[config.mk]
export PLATFORM = sky130hd
export DESIGN_NAME = pulse_pair_monitor
export DESIGN_NICKNAME = d
export VERILOG_FILES = /design/src/rtl/ppm_pkg.sv /design/src/rtl/ppm_line_sync.sv /design/src/rtl/ppm_pair_check.sv /design/src/rtl/ppm_high_timer.sv /design/src/rtl/ppm_flag_bank.sv /design/src/rtl/pulse_pair_monitor.sv
export SDC_FILE = /design/constraint.sdc
export NUM_CORES = 1
export LEC_CHECK = 0
export BUFFER_PORTS_ARGS = -buffer_cell sky130_fd_sc_hd__clkbuf_2
export CAP_MARGIN = 20
export CORE_ASPECT_RATIO = 0.75
export CORE_MARGIN = 10
export CORE_UTILIZATION = 46
export DETAILED_ROUTE_END_ITERATION = 8
export PLACE_DENSITY = 0.78
export REMOVE_ABC_BUFFERS = 1
export SETUP_SLACK_MARGIN = 0.15
export SYNTH_ARGS = -nofsm -noshare
export SYNTH_HDL_FRONTEND = slang
export SYNTH_SLANG_ARGS = --single-unit
[constraint.sdc]
create_clock -name clk -period 1.75 [get_ports clk]
set_input_delay 0.35 -clock clk [delete_from_list [all_inputs] [get_ports clk]]
set_output_delay 0.35 -clock clk [all_outputs]
set_load 0.02 [all_outputs]
[src/rtl/ppm_pkg.sv]
package ppm_pkg;

   localparam int FLAG_N     = 7;
   localparam int F_B_MISS   = 0;
   localparam int F_A_MISS   = 1;
   localparam int F_EDGE     = 2;
   localparam int F_HIGH     = 3;
   localparam int F_A_LONG   = 4;
   localparam int F_B_LONG   = 5;
   localparam int F_LIMIT_WR = 6;

   localparam logic [1:0] MODE_CHECKED = 2'd1;

   typedef enum logic [1:0] {
      REG_LIMIT  = 2'd0,
      REG_ENABLE = 2'd1,
      REG_CLEAR  = 2'd2,
      REG_NONE   = 2'd3
   } reg_sel_e;

endpackage

[src/rtl/ppm_line_sync.sv]
module ppm_line_sync #(
   parameter int STAGES = 2
) (
   input  logic clk,
   input  logic rst_n,
   input  logic raw,
   output logic level,
   output logic rise,
   output logic fall
);

   generate
      if (STAGES < 2) begin : g_bad_stages
         $error("ppm_line_sync: STAGES must be at least 2");
      end
   endgenerate

   logic [STAGES-1:0] chain_q;
   logic              prev_q;

   always_ff @(posedge clk or negedge rst_n) begin
      if (!rst_n) begin
         chain_q <= '0;
         prev_q  <= 1'b0;
      end else begin
         chain_q <= {chain_q[STAGES-2:0], raw};
         prev_q  <= chain_q[STAGES-1];
      end
   end

   assign level = chain_q[STAGES-1];
   assign rise  = level & ~prev_q;
   assign fall  = ~level & prev_q;

endmodule

[src/rtl/ppm_pair_check.sv]
module ppm_pair_check (
   input  logic       clk,
   input  logic       rst_n,
   input  logic       active,
   input  logic [1:0] lvl,
   input  logic [1:0] rise,
   input  logic [1:0] fall,
   output logic [1:0] miss,
   output logic       edge_clash,
   output logic       high_clash
);

   for (genvar s = 0; s < 2; s++) begin : g_side
      localparam int O = 1 - s;
      logic seen_q;
      logic moved_q;
      logic other_edge;

      assign other_edge = rise[O] | fall[O];

      always_ff @(posedge clk or negedge rst_n) begin
         if (!rst_n) begin
            seen_q  <= 1'b0;
            moved_q <= 1'b0;
         end else if (!active) begin
            seen_q  <= 1'b0;
            moved_q <= 1'b0;
         end else if (rise[s]) begin
            seen_q  <= 1'b1;
            moved_q <= 1'b0;
         end else if (other_edge) begin
            moved_q <= 1'b1;
         end
      end

      assign miss[s] = active & rise[s] & seen_q & ~(moved_q | other_edge);


      seen_clear_chk: assert property (@(posedge clk) disable iff (!rst_n)
         !active |=> !seen_q);
   end

   assign edge_clash = active & ((fall[0] & rise[1]) | (fall[1] & rise[0]));
   assign high_clash = active & lvl[0] & lvl[1];

endmodule

[src/rtl/ppm_high_timer.sv]
module ppm_high_timer #(
   parameter int CNT_W = 16
) (
   input  logic             clk,
   input  logic             rst_n,
   input  logic             level,
   input  logic [CNT_W-1:0] limit,
   output logic             over
);

   localparam logic [CNT_W-1:0] CNT_MAX = '1;

   generate
      if (CNT_W < 2) begin : g_bad_width
         $error("ppm_high_timer: CNT_W must be at least 2");
      end
   endgenerate

   logic [CNT_W-1:0] cnt_q;

   always_ff @(posedge clk or negedge rst_n) begin
      if (!rst_n)               cnt_q <= '0;
      else if (!level)          cnt_q <= '0;
      else if (cnt_q != CNT_MAX) cnt_q <= cnt_q + 1'b1;
   end

   assign over = level && (cnt_q == limit);


   cnt_source_chk: assert property (@(posedge clk) disable iff (!rst_n)
      (cnt_q != '0) |-> $past(level));


   cnt_saturate_chk: assert property (@(posedge clk) disable iff (!rst_n)
      (level && cnt_q == CNT_MAX) |=> (cnt_q == CNT_MAX));

endmodule

[src/rtl/ppm_flag_bank.sv]
module ppm_flag_bank #(
   parameter int N = 7
) (
   input  logic         clk,
   input  logic         rst_n,
   input  logic [N-1:0] set,
   input  logic [N-1:0] clr,
   input  logic [N-1:0] en,
   output logic [N-1:0] flags,
   output logic         irq
);

   logic [N-1:0] flag_q, qual_q;
   logic [N-1:0] fresh, flag_n, qual_n;

   always_comb begin
      fresh  = set & (~flag_q | clr);
      flag_n = (flag_q & ~clr) | set;
      qual_n = flag_n & ((qual_q & ~clr) | (fresh & en));
   end

   always_ff @(posedge clk or negedge rst_n) begin
      if (!rst_n) begin
         flag_q <= '0;
         qual_q <= '0;
      end else begin
         flag_q <= flag_n;
         qual_q <= qual_n;
      end
   end

   assign flags = flag_q;
   assign irq   = |(flag_q & qual_q);

   for (genvar i = 0; i < N; i++) begin : g_bit

      sticky_chk: assert property (@(posedge clk) disable iff (!rst_n)
         (flag_q[i] && !clr[i]) |=> flag_q[i]);
   end


   irq_qualified_chk: assert property (@(posedge clk) disable iff (!rst_n)
      $rose(irq) |-> (($past(en) & flag_q) != '0));

endmodule

[src/rtl/pulse_pair_monitor.sv]
module pulse_pair_monitor
   import ppm_pkg::*;
#(
   parameter int               CNT_W       = 16,
   parameter int               SYNC_STAGES = 2,
   parameter logic [CNT_W-1:0] RESET_LIMIT = '1
) (
   input  logic              clk,
   input  logic              rst_n,
   input  logic              line_a,
   input  logic              line_b,
   input  logic [1:0]        mode_sel,
   input  logic              wr_en,
   input  logic [1:0]        wr_addr,
   input  logic [CNT_W-1:0]  wr_data,
   output logic [FLAG_N-1:0] flags,
   output logic              irq
);

   generate
      if (CNT_W < FLAG_N) begin : g_bad_data
         $error("pulse_pair_monitor: CNT_W must hold all flag bits");
      end
   endgenerate

   reg_sel_e          sel;
   logic [1:0]        raw, lvl, rise, fall, over, miss;
   logic              active, edge_clash, high_clash;
   logic [CNT_W-1:0]  limit_q;
   logic [FLAG_N-1:0] en_q, set_vec, clr_vec;
   logic              limit_wr;

   assign raw    = {line_b, line_a};
   assign active = (mode_sel == MODE_CHECKED);
   assign sel    = reg_sel_e'(wr_addr);

   for (genvar k = 0; k < 2; k++) begin : g_line
      ppm_line_sync #(.STAGES(SYNC_STAGES)) u_sync (
         .clk(clk), .rst_n(rst_n), .raw(raw[k]),
         .level(lvl[k]), .rise(rise[k]), .fall(fall[k]));

      ppm_high_timer #(.CNT_W(CNT_W)) u_timer (
         .clk(clk), .rst_n(rst_n), .level(lvl[k]),
         .limit(limit_q), .over(over[k]));
   end

   ppm_pair_check u_pair (
      .clk(clk), .rst_n(rst_n), .active(active),
      .lvl(lvl), .rise(rise), .fall(fall),
      .miss(miss), .edge_clash(edge_clash), .high_clash(high_clash));

   assign limit_wr = wr_en && (sel == REG_LIMIT);

   always_ff @(posedge clk or negedge rst_n) begin
      if (!rst_n) begin
         limit_q <= RESET_LIMIT;
         en_q    <= '0;
      end else if (wr_en) begin
         if (sel == REG_LIMIT)  limit_q <= wr_data;
         if (sel == REG_ENABLE) en_q    <= wr_data[FLAG_N-1:0];
      end
   end

   always_comb begin
      set_vec             = '0;
      set_vec[F_B_MISS]   = miss[0];
      set_vec[F_A_MISS]   = miss[1];
      set_vec[F_EDGE]     = edge_clash;
      set_vec[F_HIGH]     = high_clash;
      set_vec[F_A_LONG]   = over[0];
      set_vec[F_B_LONG]   = over[1];
      set_vec[F_LIMIT_WR] = limit_wr;
      clr_vec = (wr_en && sel == REG_CLEAR) ? wr_data[FLAG_N-1:0] : '0;
   end

   ppm_flag_bank #(.N(FLAG_N)) u_flags (
      .clk(clk), .rst_n(rst_n), .set(set_vec), .clr(clr_vec),
      .en(en_q), .flags(flags), .irq(irq));


   mode_gate_chk: assert property (@(posedge clk) disable iff (!rst_n)
      (!active && flags[3:0] == 4'd0) |=> (flags[3:0] == 4'd0));


   limit_wr_chk: assert property (@(posedge clk) disable iff (!rst_n)
      (wr_en && wr_addr == 2'd0) |=> (flags[F_LIMIT_WR] && limit_q == $past(wr_data)));

endmodule

==> results of run 1 <==
## final timing paths
check / end / slack, ns / depth (start not counted)
min in group clk: g_line[0].u_sync.chain_q[0] / 0.12 / 1
max: irq / 0.05 / 3
max reg2reg: g_line[1].u_timer.cnt_q[6] / 0.05 / 8
min reg2reg: g_line[1].u_sync.chain_q[1] / 0.35 / 0
min: u_flags.flags[2] / 0.01 / 2
max in group asynchronous: limit_q[15] / 1.35 / 2
## sequential cells by signal (all words and copies together), names as in the netlist
signal	cells
g_line.u_timer.cnt_q	32
limit_q	16
en_q	7
u_flags.flags	7
u_flags.qual_q	7
g_line.u_sync.chain_q	4
g_line.u_sync.prev_q	2
u_pair.g_side.moved_q	2
u_pair.g_side.seen_q	2
## stage by stage
step,std cells,utilization [%]
after floorplan,361,-
after global placement,525,52.1
after detailed placement,525,52.1
after CTS,548,57.1
after global routing,568,61.8
final,568,61.8
## report_power, final
part           total [mW]  internal [mW]  switching [mW]
registers            2.24           2.05           0.188
logic               0.680          0.344           0.336
clock network        1.96           1.25           0.710
total                4.87           3.64            1.23
## worst reg2reg max path, stage by stage (launching register included)
cell and delay, ns:
dfrtp_1 0.35, ha_2 0.19, nand4_1 0.16, buf_6 0.18
nor4_4 0.20, buf_4 0.22, nor4b_4 0.06, xnor2_1 0.16
nor2_1 0.06
## logic make-up (layout without fill, tap and decap cells)
family          after synthesis  count (layout)  synth area share, %
simple gates                151             151                 20.8
flops                        79              79                 50.2
compound gates               49              49                 7.71
xor+xnor                     45              45                 9.91
mux                          27              27                 7.52
buf+inv                      17             103                 2.01
fa+ha+maj                     6               6                 1.89
## area by class of cell
type	instances	area [um2]	area share [%]
multi-input combinational	278	2170	41.5
sequential	79	2010	38.5
timing repair buffer	83	587	11.2
clock buffer	12	236	4.52
tap	108	135	2.58
clock inverter	4	70.1	1.34
inverter	4	15.0	0.287
## cell usage in the layout (no fill, tap or decap), types with 14 or more instances in the layout
master / netlist / final
nand3_1: 20 / 15
nor2_1: 30 / 28
buf_4: 0 / 45
clkbuf_2: 4 / 30
nand4_1: 14 / 14
nand2_1: 38 / 36
dfrtp_1: 63 / 49
dfrtp_2: 0 / 14
dfstp_2: 16 / 16
xnor2_1: 33 / 32
mux2_2: 23 / 23
## layer usage
| layer | vias up | share of wire, % |
|---|---|---|
| met5 | - | 0 |
| li1 | 1500 | - |
| met3 | 17 | 7.1 |
| met1 | 1603 | 45 |
| met4 | 0 | 1.4 |
| met2 | 107 | 46 |
## repair_timing
| item | 4_1_cts | 5_1_grt |
|---|---|---|
| resized for setup | 17 | 60 |
| buffers inserted | 7 | 20 |
| pin swaps | 11 | 37 |
| endpoints found under the setup margin | 20 | 29 |
==> metrics.yaml, run 1 <==
design.core.area_um2: 8450
fillers: 666
cts_root_buffer: "clkbuf_16"
worstMarginPinSlew_ns: 0.426
path_delay_family: "flip-flops"
r2r_start: "g_line[1].u_timer.cnt_q[0]"
crit_arrival_ns: 1.35
ys_ff_latch: 79
finalInstanceArea_um2: 5230
die_x_um: 127
antenna_cells: 0
critPathBufInv: 1
total_power_mw: 4.87
clockBufferDepth: 2
vias: 3227
ys_seq_area_share_pct: 50.2
drt_iter0_markers: 342
cts_tree: "yes"
dpl.hpwl_mm: 6.60
grt_pass1_wl_mm: 15.8
place.gp.congestion: 0.895
syn_avg_cell_area_um2: 10.6
drive_above_1_share_pct: 44.1
cp_data_required_time_ns: 1.40
leakage_nw: 2.21
rsz0062_at_grt: "true"
power.density_nw_per_um2: 932
synth_top_area_cell: "dfrtp_1"
irDropWorstVdd_mv: 0.768
fin_ws_ns: 0.0530
grt_start_max_net_pins: 80
cts.sinks: 79
postRouteAntennaNets: 0
holdWs_ns: 0.0145
areaGrowthSynthToFinish_pct: 31.4
setup_viol: 0
yosysTopAreaCellShare_pct: 39.6
clk_pin_slew_worst_paths_ns: 0.06
start_util_pct: 47.0
antenna_found_initial: 0
die_area_um2: 12800
skew_ns: 0.00423
cp-start-kind: "flop"
synthArstFlopShare_pct: 100
final-hold-violation-count: 0
drt-total-wl_mm: 10.2
busiest_layer: "met2"
die_h_um: 101
ys_types: 53
synth_area_um2: 3980
via_per_inst: 5.68
timing.slew.headroom_pct: 71.6
finalCritPeriodShare_pct: 97.0
htree_levels: 3
synth_warnings: 0
status: "complete, no violations"
synthTopCellsByCount: "dfrtp_1, nand2_1, xnor2_1, nor2_1, mux2_2"
setup_tns_ns: 0
grt_usage_pct: 15.1
grt_use_met2_pct: 22.5
wl_per_cell_um: 17.9
slew_violations: 0
met3_usage_pct: 4.36
grt.overflow.total: 0
syn-instance-count: 374
firstDrtPassIters: 5
post-place-ws_ns: -0.0103
cap_violations: 0
crit_type: "flop to primary output"
timing.fmax_mhz: 589
end_kind: "primary output"
synth-edff-count: 0
crit_chain: "a222oi_1 > nand3_1 > buf_4"
nNetsFinal: 486
row_count: 29
yosys-top-cells-area: "dfrtp_1, dfstp_2, xnor2_1"
path_max_fanout: 2
placed_area_um2: 4400
drc_errors: 0
worstHoldPathType: "input pin to async pin"
synth_most_common_cell: "dfrtp_1"
cts_hold_buf: 0
grt_util_met1_pct: 20.5
grt_pass1_vias: 3162
final.min_clock_period_ns: 1.70
slowest_delay_ns: 0.38
critPathSlowestCell: "dfrtp_1"
clk_latency_ns: 0.34
critPathLaunch: "u_flags.qual_q[2]"
port_buffers: 32
cts_made_buffers: 9
io-pin-count: 33
ys.flop_type: "dfrtp_1"
No activity file was read; power rests on OpenSTA's default activity.
==> run 2, diff against run 1 <==
--- a/config.mk
+++ b/config.mk
@@ -10,7 +10,7 @@
 export CORE_ASPECT_RATIO = 0.75
 export CORE_MARGIN = 10
-export CORE_UTILIZATION = 46
+export CORE_UTILIZATION = 30
 export DETAILED_ROUTE_END_ITERATION = 8
-export PLACE_DENSITY = 0.78
+export PLACE_DENSITY = 0.59
 export REMOVE_ABC_BUFFERS = 1
 export SETUP_SLACK_MARGIN = 0.15
==> constraint.sdc (replaced) <==
create_clock -name clk -period 1.75 [get_ports clk]
set_input_delay 0.2625 -clock clk [delete_from_list [all_inputs] [get_ports clk]]
set_output_delay 0.2625 -clock clk [all_outputs]
set_load 0.02 [all_outputs]
==> run 2 against run 1 <==
Against the previous run: global-route usage down 4.1 points; clock skew up 0.0019 ns; utilization down 21 points; largest cell class unchanged; largest power group unchanged.
==> metrics.yaml, run 2 (synthesis results as in run 1) <==
slew_violations: 0  # unchanged
grt_util_met1_pct: 15.9  # -4.5 points
drive_above_1_share_pct: 44.2  # +0.051 points
cts_root_buffer: "clkbuf_16"
clk_pin_slew_worst_paths_ns: 0.06  # about the same
port_buffers: 32  # unchanged
whs_endpoint: "g_line[1].u_sync.chain_q[0]"
grt_start_max_net_pins: 44  # -45%
final_common_cell: "dfrtp_1"
final-hold-violation-count: 0  # unchanged
cp-start-kind: "flop"
reg.largest.list: "g_line.u_timer.cnt_q: 32 flops, limit_q: 16 flops"
cts_tree: "yes"
die_x_um: 153  # +20%
hold_start: "line_b"
pwr-share-seq_pct: 46.5  # +0.6 points
finalInstanceArea_um2: 5340  # +2.1%
skew_ns: 0.00617  # +0.00194 ns
grt.overflow.total: 0  # unchanged
crit_type: "flop to primary output"
grt_use_met2_pct: 15.5  # -6.9 points
die_h_um: 120  # +19%
drc_errors: 0  # unchanged
top_register: "g_line.u_timer.cnt_q"
holdWs_ns: 0.0306  # +0.0162 ns
post-place-ws_ns: -0.0240  # -0.0137 ns
leakage_nw: 2.25  # +1.7%
clockBufferDepth: 2  # unchanged
met3_usage_pct: 3.50  # -0.87 points
firstDrtPassIters: 4  # -1
antenna_cells: 0  # unchanged
irDropWorstVdd_mv: 0.533  # -31%
cap_violations: 0  # unchanged
path_max_fanout: 2  # unchanged
worstHoldPathType: "input pin to flop"
end_kind: "primary output"
cts_made_buffers: 9  # unchanged
htree_levels: 3  # unchanged
fin_ws_ns: 0.0634  # +0.0105 ns
grt_pass1_vias: 3144  # -0.57%
power.density_nw_per_um2: 901  # -3.4%
r2r_end: "g_line[1].u_timer.cnt_q[15]"
status: "complete, no violations"
power_frac_comb_pct: 14.7  # +0.7 points
grt_pass1_wl_mm: 16.5  # +4.4%
placed_area_um2: 4510  # +2.5%
worstMarginPinSlew_ns: 0.401  # -0.0245 ns
r2r_cells: 6  # -2
cp_data_required_time_ns: 1.49  # +0.09 ns
wl_per_cell_um: 16.4  # -8.3%
timing.slew.headroom_pct: 73.2  # +1.5 points
finalCritPeriodShare_pct: 96.4  # -0.60 points
switching_power_mw: 1.26  # +2.1%
start_util_pct: 30.7  # -16 points
p_sw_share_pct: 26.2  # +0.88 points
intPower_mw: 3.55  # -2.5%
rrSetupSlack_ns: 0.07  # +0.02 ns
areaGrowthSynthToFinish_pct: 34.1
vias: 3171  # -1.7%
largest_register_ffs: 32  # unchanged
io-pin-count: 33  # unchanged
rsz0062_at_grt: "true"
r2r_start: "g_line[1].u_timer.cnt_q[8]"
clkPwrFrac_pct: 38.8  # -1.3 points
total_power_mw: 4.81  # -1.4%
place.gp.congestion: 0.888  # -0.70%
dpl.hpwl_mm: 7.37  # +12%
grt_usage_pct: 11.1  # -4.1 points
final.min_clock_period_ns: 1.69  # -0.0105 ns
timing.fmax_mhz: 593  # +0.62%
nNetsFinal: 490  # +0.82%
instances_no_fill: 635  # +12%
drt-total-wl_mm: 10.4  # +2.5%
dp_cells: 592  # +13%
fillers: 1259  # +89%
die_area_um2: 18300  # +43%
row_count: 36  # +24%
crit_arrival_ns: 1.42  # +0.07 ns
clk_latency_ns: 0.34  # about the same
design.core.area_um2: 13000  # +53%
drt_iter0_markers: 194  # -43%
cts.sinks: 79  # unchanged
antenna_found_initial: 0  # unchanged
setup_viol: 0  # unchanged
busiest_layer: "met1"
postRouteAntennaNets: 0  # unchanged
whs_path_depth: 1
via_per_inst: 4.99  # -12%
final_cell_mix: "dfrtp_1, buf_4, nand2_1"
run 2: cell types whose count changed in the layout (fill, tap and decap cells not counted), sizes merged:
cell,delta
dlygate4sd3,+1
bufinv,-1
and3,+1
buf,+2
clkinvlp,+1
run 2: repair_timing:
| item | 4_1_cts | 5_1_grt |
|---|---|---|
| hold buffers | 1 | 0 |
| resized for setup | 20 | 52 |
| cloned | 1 | 0 |
| pin swaps | 14 | 24 |
| buffers inserted | 7 | 18 |
| setup endpoints to repair | 23 | 28 |
| hold endpoints to repair | 20 | 0 |
run 2: area by class of cell:
| type | instances | area [um2] | share of cell area (%) |
|---|---|---|---|
| timing repair buffer | 86 | 617 | 11.6 |
| inverter | 4 | 15.0 | 0.281 |
| clock inverter | 4 | 47.5 | 0.891 |
| sequential | 79 | 2010 | 37.8 |
| multi-input combinational | 279 | 2180 | 40.9 |
| tap | 171 | 214 | 4.01 |
| clock buffer | 12 | 246 | 4.62 |
run 2: power by group through the flow:
stage,combinational (mW),clock [mW],sequential (mW)
floorplan,0.369,0,2.23
global placement,0.625,0,2.24
detailed placement,0.637,0,2.25
CTS,0.664,1.90,2.22
global route,0.775,1.99,2.26
finish,0.704,1.87,2.24
run 2: metal layers:
metal | vias to the layer above | wire [um]
met4 | 0 | 98
met5 | - | 0
li1 | 1510 | -
met2 | 62 | 4380
met1 | 1587 | 5430
met3 | 12 | 525
run 2: how the worst max path moves through the flow:
stage / start / to / slack [ns] / depth (start not counted)
floorplan: g_line[1].u_timer.cnt_q[0] / g_line[1].u_timer.cnt_q[6] / 0.03 / 6
global placement: g_line[1].u_timer.cnt_q[0] / g_line[1].u_timer.cnt_q[4] / 0.06 / 7
detailed placement: g_line[1].u_timer.cnt_q[0] / g_line[1].u_timer.cnt_q[1] / -0.02 / 6
CTS: u_flags.flags[2] / irq / 0.05 / 3
global route: g_line[1].u_timer.cnt_q[8] / g_line[1].u_timer.cnt_q[15] / -0.01 / 6
finish: u_flags.flags[2] / irq / 0.06 / 3
run 2: worst max-delay path, stage by stage, from the launching register on:
cell      delay [ns]
dfrtp_1         0.39
a222oi_1        0.40
nand3_1         0.12
buf_4           0.18
run 2: metrics by stage:
| step | util (%) | setup TNS (ns) |
|---|---|---|
| after global placement | 34.8 | 0 |
| final | 41.1 | 0 |
| after CTS | 38.1 | 0 |
| after global routing | 41.1 | -0.0154 |
| after floorplan | - | 0 |
| after detailed placement | 34.8 | -0.0360 |
==> run 3, diff against run 2 <==
- RECOVER_POWER: unset -> 50
==> run 3 against run 2 <==
Against the previous run: via count increased by 0.79%; largest cell class unchanged; hold slack about the same; largest power group unchanged; power about the same.
==> metrics.yaml, run 3 (synthesis results as in run 1) <==
status: "complete, no violations"
cts_made_buffers: 9  # unchanged
largest_register_ffs: 32  # unchanged
rsz0062_at_grt: "true"
setup_viol: 0  # unchanged
drt_iter0_markers: 192  # -1.0%
crit_type: "flop to primary output"
cap_violations: 0  # unchanged
clk_latency_ns: 0.34  # about the same
irDropWorstVdd_mv: 0.533  # about the same
drc_errors: 0  # unchanged
hold_start: "line_b"
final-hold-violation-count: 0  # unchanged
finalCritPeriodShare_pct: 96.2  # -0.12 points
r2r_end: "g_line[1].u_timer.cnt_q[15]"
cp_data_required_time_ns: 1.49  # about the same
holdWs_ns: 0.0302  # -0.000437 ns
grt_usage_pct: 11.1  # unchanged
grt_use_met2_pct: 15.5  # unchanged
crit_arrival_ns: 1.42  # about the same
r2r_cells: 6  # unchanged
grt_util_met1_pct: 15.9  # unchanged
dpl.hpwl_mm: 7.37  # unchanged
antenna_cells: 0  # unchanged
postLayoutCoreUtil_pct: 41.0  # -0.14 points
power.density_nw_per_um2: 903  # +0.27%
grt_pass1_vias: 3144  # unchanged
final_common_cell: "dfrtp_1"
grt.overflow.total: 0  # unchanged
leakage_nw: 2.23  # -0.60%
io-pin-count: 33  # unchanged
cts_root_buffer: "clkbuf_16"
end_kind: "primary output"
die_area_um2: 18300  # unchanged
htree_levels: 3  # unchanged
busiest_layer: "met1"
drt-total-wl_mm: 10.4  # -0.15%
antenna_found_initial: 0  # unchanged
timing.fmax_mhz: 594  # +0.13%
top_register: "g_line.u_timer.cnt_q"
worstHoldPathType: "input pin to flop"
areaGrowthSynthToFinish_pct: 33.7
worstMarginPinSlew_ns: 0.707  # +0.306 ns
clockBufferDepth: 2  # unchanged
port_buffers: 32  # unchanged
whs_endpoint: "g_line[1].u_sync.chain_q[0]"
skew_ns: 0.00618  # +0.0000158 ns
path_max_fanout: 2  # unchanged
drive_above_1_share_pct: 43.3  # -0.86 points
r2r_start: "g_line[1].u_timer.cnt_q[8]"
place.gp.congestion: 0.888  # unchanged
vias: 3196  # +0.79%
grt_start_max_net_pins: 44  # unchanged
start_util_pct: 30.7  # unchanged
nNetsFinal: 490  # unchanged
wl_per_cell_um: 16.4  # -0.15%
cts.sinks: 79  # unchanged
slew_violations: 0  # unchanged
cp-start-kind: "flop"
die_h_um: 120  # unchanged
row_count: 36  # unchanged
reg.largest.list: "g_line.u_timer.cnt_q: 32 flops, limit_q: 16 flops"
firstDrtPassIters: 4  # unchanged
design.core.area_um2: 13000  # unchanged
via_per_inst: 5.03  # +0.79%
postRouteAntennaNets: 0  # unchanged
whs_path_depth: 1  # unchanged
final.min_clock_period_ns: 1.68  # -0.00218 ns
timing.slew.headroom_pct: 52.8  # -20 points
final_cell_mix: "dfrtp_1, buf_4, nand2_1"
cts_tree: "yes"
grt_pass1_wl_mm: 16.5  # unchanged
die_x_um: 153  # unchanged
setup_tns_ns: 0  # unchanged
rrSetupSlack_ns: 0.07  # about the same
met3_usage_pct: 3.50  # unchanged
clk_pin_slew_worst_paths_ns: 0.06  # about the same
==> run 3: worst max-delay path, stage by stage (launching register included) <==
cell	delay, ns
dfrtp_1	0.39
a222oi_1	0.40
nand3_1	0.12
buf_4	0.18
==> run 3: what timing repair did <==
item / in CTS / in global routing
cloned: 1 / 0
setup buffers: 7 / 18
endpoints found under the setup margin: 23 / 28
gates resized for setup: 20 / 52
pin swaps: 14 / 24
endpoints found under the hold margin: 20 / 0
hold buffers: 1 / 0
==> run 3: report_power, final <==
part           internal, mW  total, mW  switching (mW)
combinational         0.352      0.700           0.348
clock                  1.14       1.87           0.728
sequential             2.05       2.24           0.184
total                  3.54       4.80            1.26
==> run 3: how the worst max path moves through the flow <==
| stage | startpoint | endpoint | slack (ns) | depth (start not counted) |
|---|---|---|---|---|
| after floorplan | g_line[1].u_timer.cnt_q[0] | g_line[1].u_timer.cnt_q[6] | 0.03 | 6 |
| after global placement | g_line[1].u_timer.cnt_q[0] | g_line[1].u_timer.cnt_q[4] | 0.06 | 7 |
| after detailed placement | g_line[1].u_timer.cnt_q[0] | g_line[1].u_timer.cnt_q[1] | -0.02 | 6 |
| after CTS | u_flags.flags[2] | irq | 0.05 | 3 |
| after global routing | g_line[1].u_timer.cnt_q[8] | g_line[1].u_timer.cnt_q[15] | -0.01 | 6 |
| final | u_flags.flags[2] | irq | 0.07 | 3 |
==> run 3: layout make-up <==
type,instances,area [um2]
Clock buffer,12,246
Clock inverter,4,47.5
Fill cell,1259,7660
Inverter,4,15.0
Multi-Input combinational cell,279,2180
Sequential cell,79,2010
Tap cell,171,214
Timing Repair Buffer,86,603
==> run 3: per-stage QoR <==
| stage | cells | total power, mW | instance area (um2) | setup WS [ns] |
|---|---|---|---|---|
| floorplan | 361 | 2.60 | 3910 | 0.0340 |
| global route | 635 | 5.01 | 5320 | -0.0129 |
| global placement | 592 | 2.87 | 4510 | 0.0577 |
| detailed placement | 592 | 2.89 | 4510 | -0.0240 |
| finish | 635 | 4.80 | 5320 | 0.0656 |
| CTS | 617 | 4.78 | 4940 | 0.0506 |
==> run 3: routing by layer <==
metal	wire length [um]	share of wire, %	up-vias
li1	-	-	1514
met1	5380	52	1586
met2	4360	42	84
met3	577	5.5	12
met4	98	0.94	0
met5	0	0	-
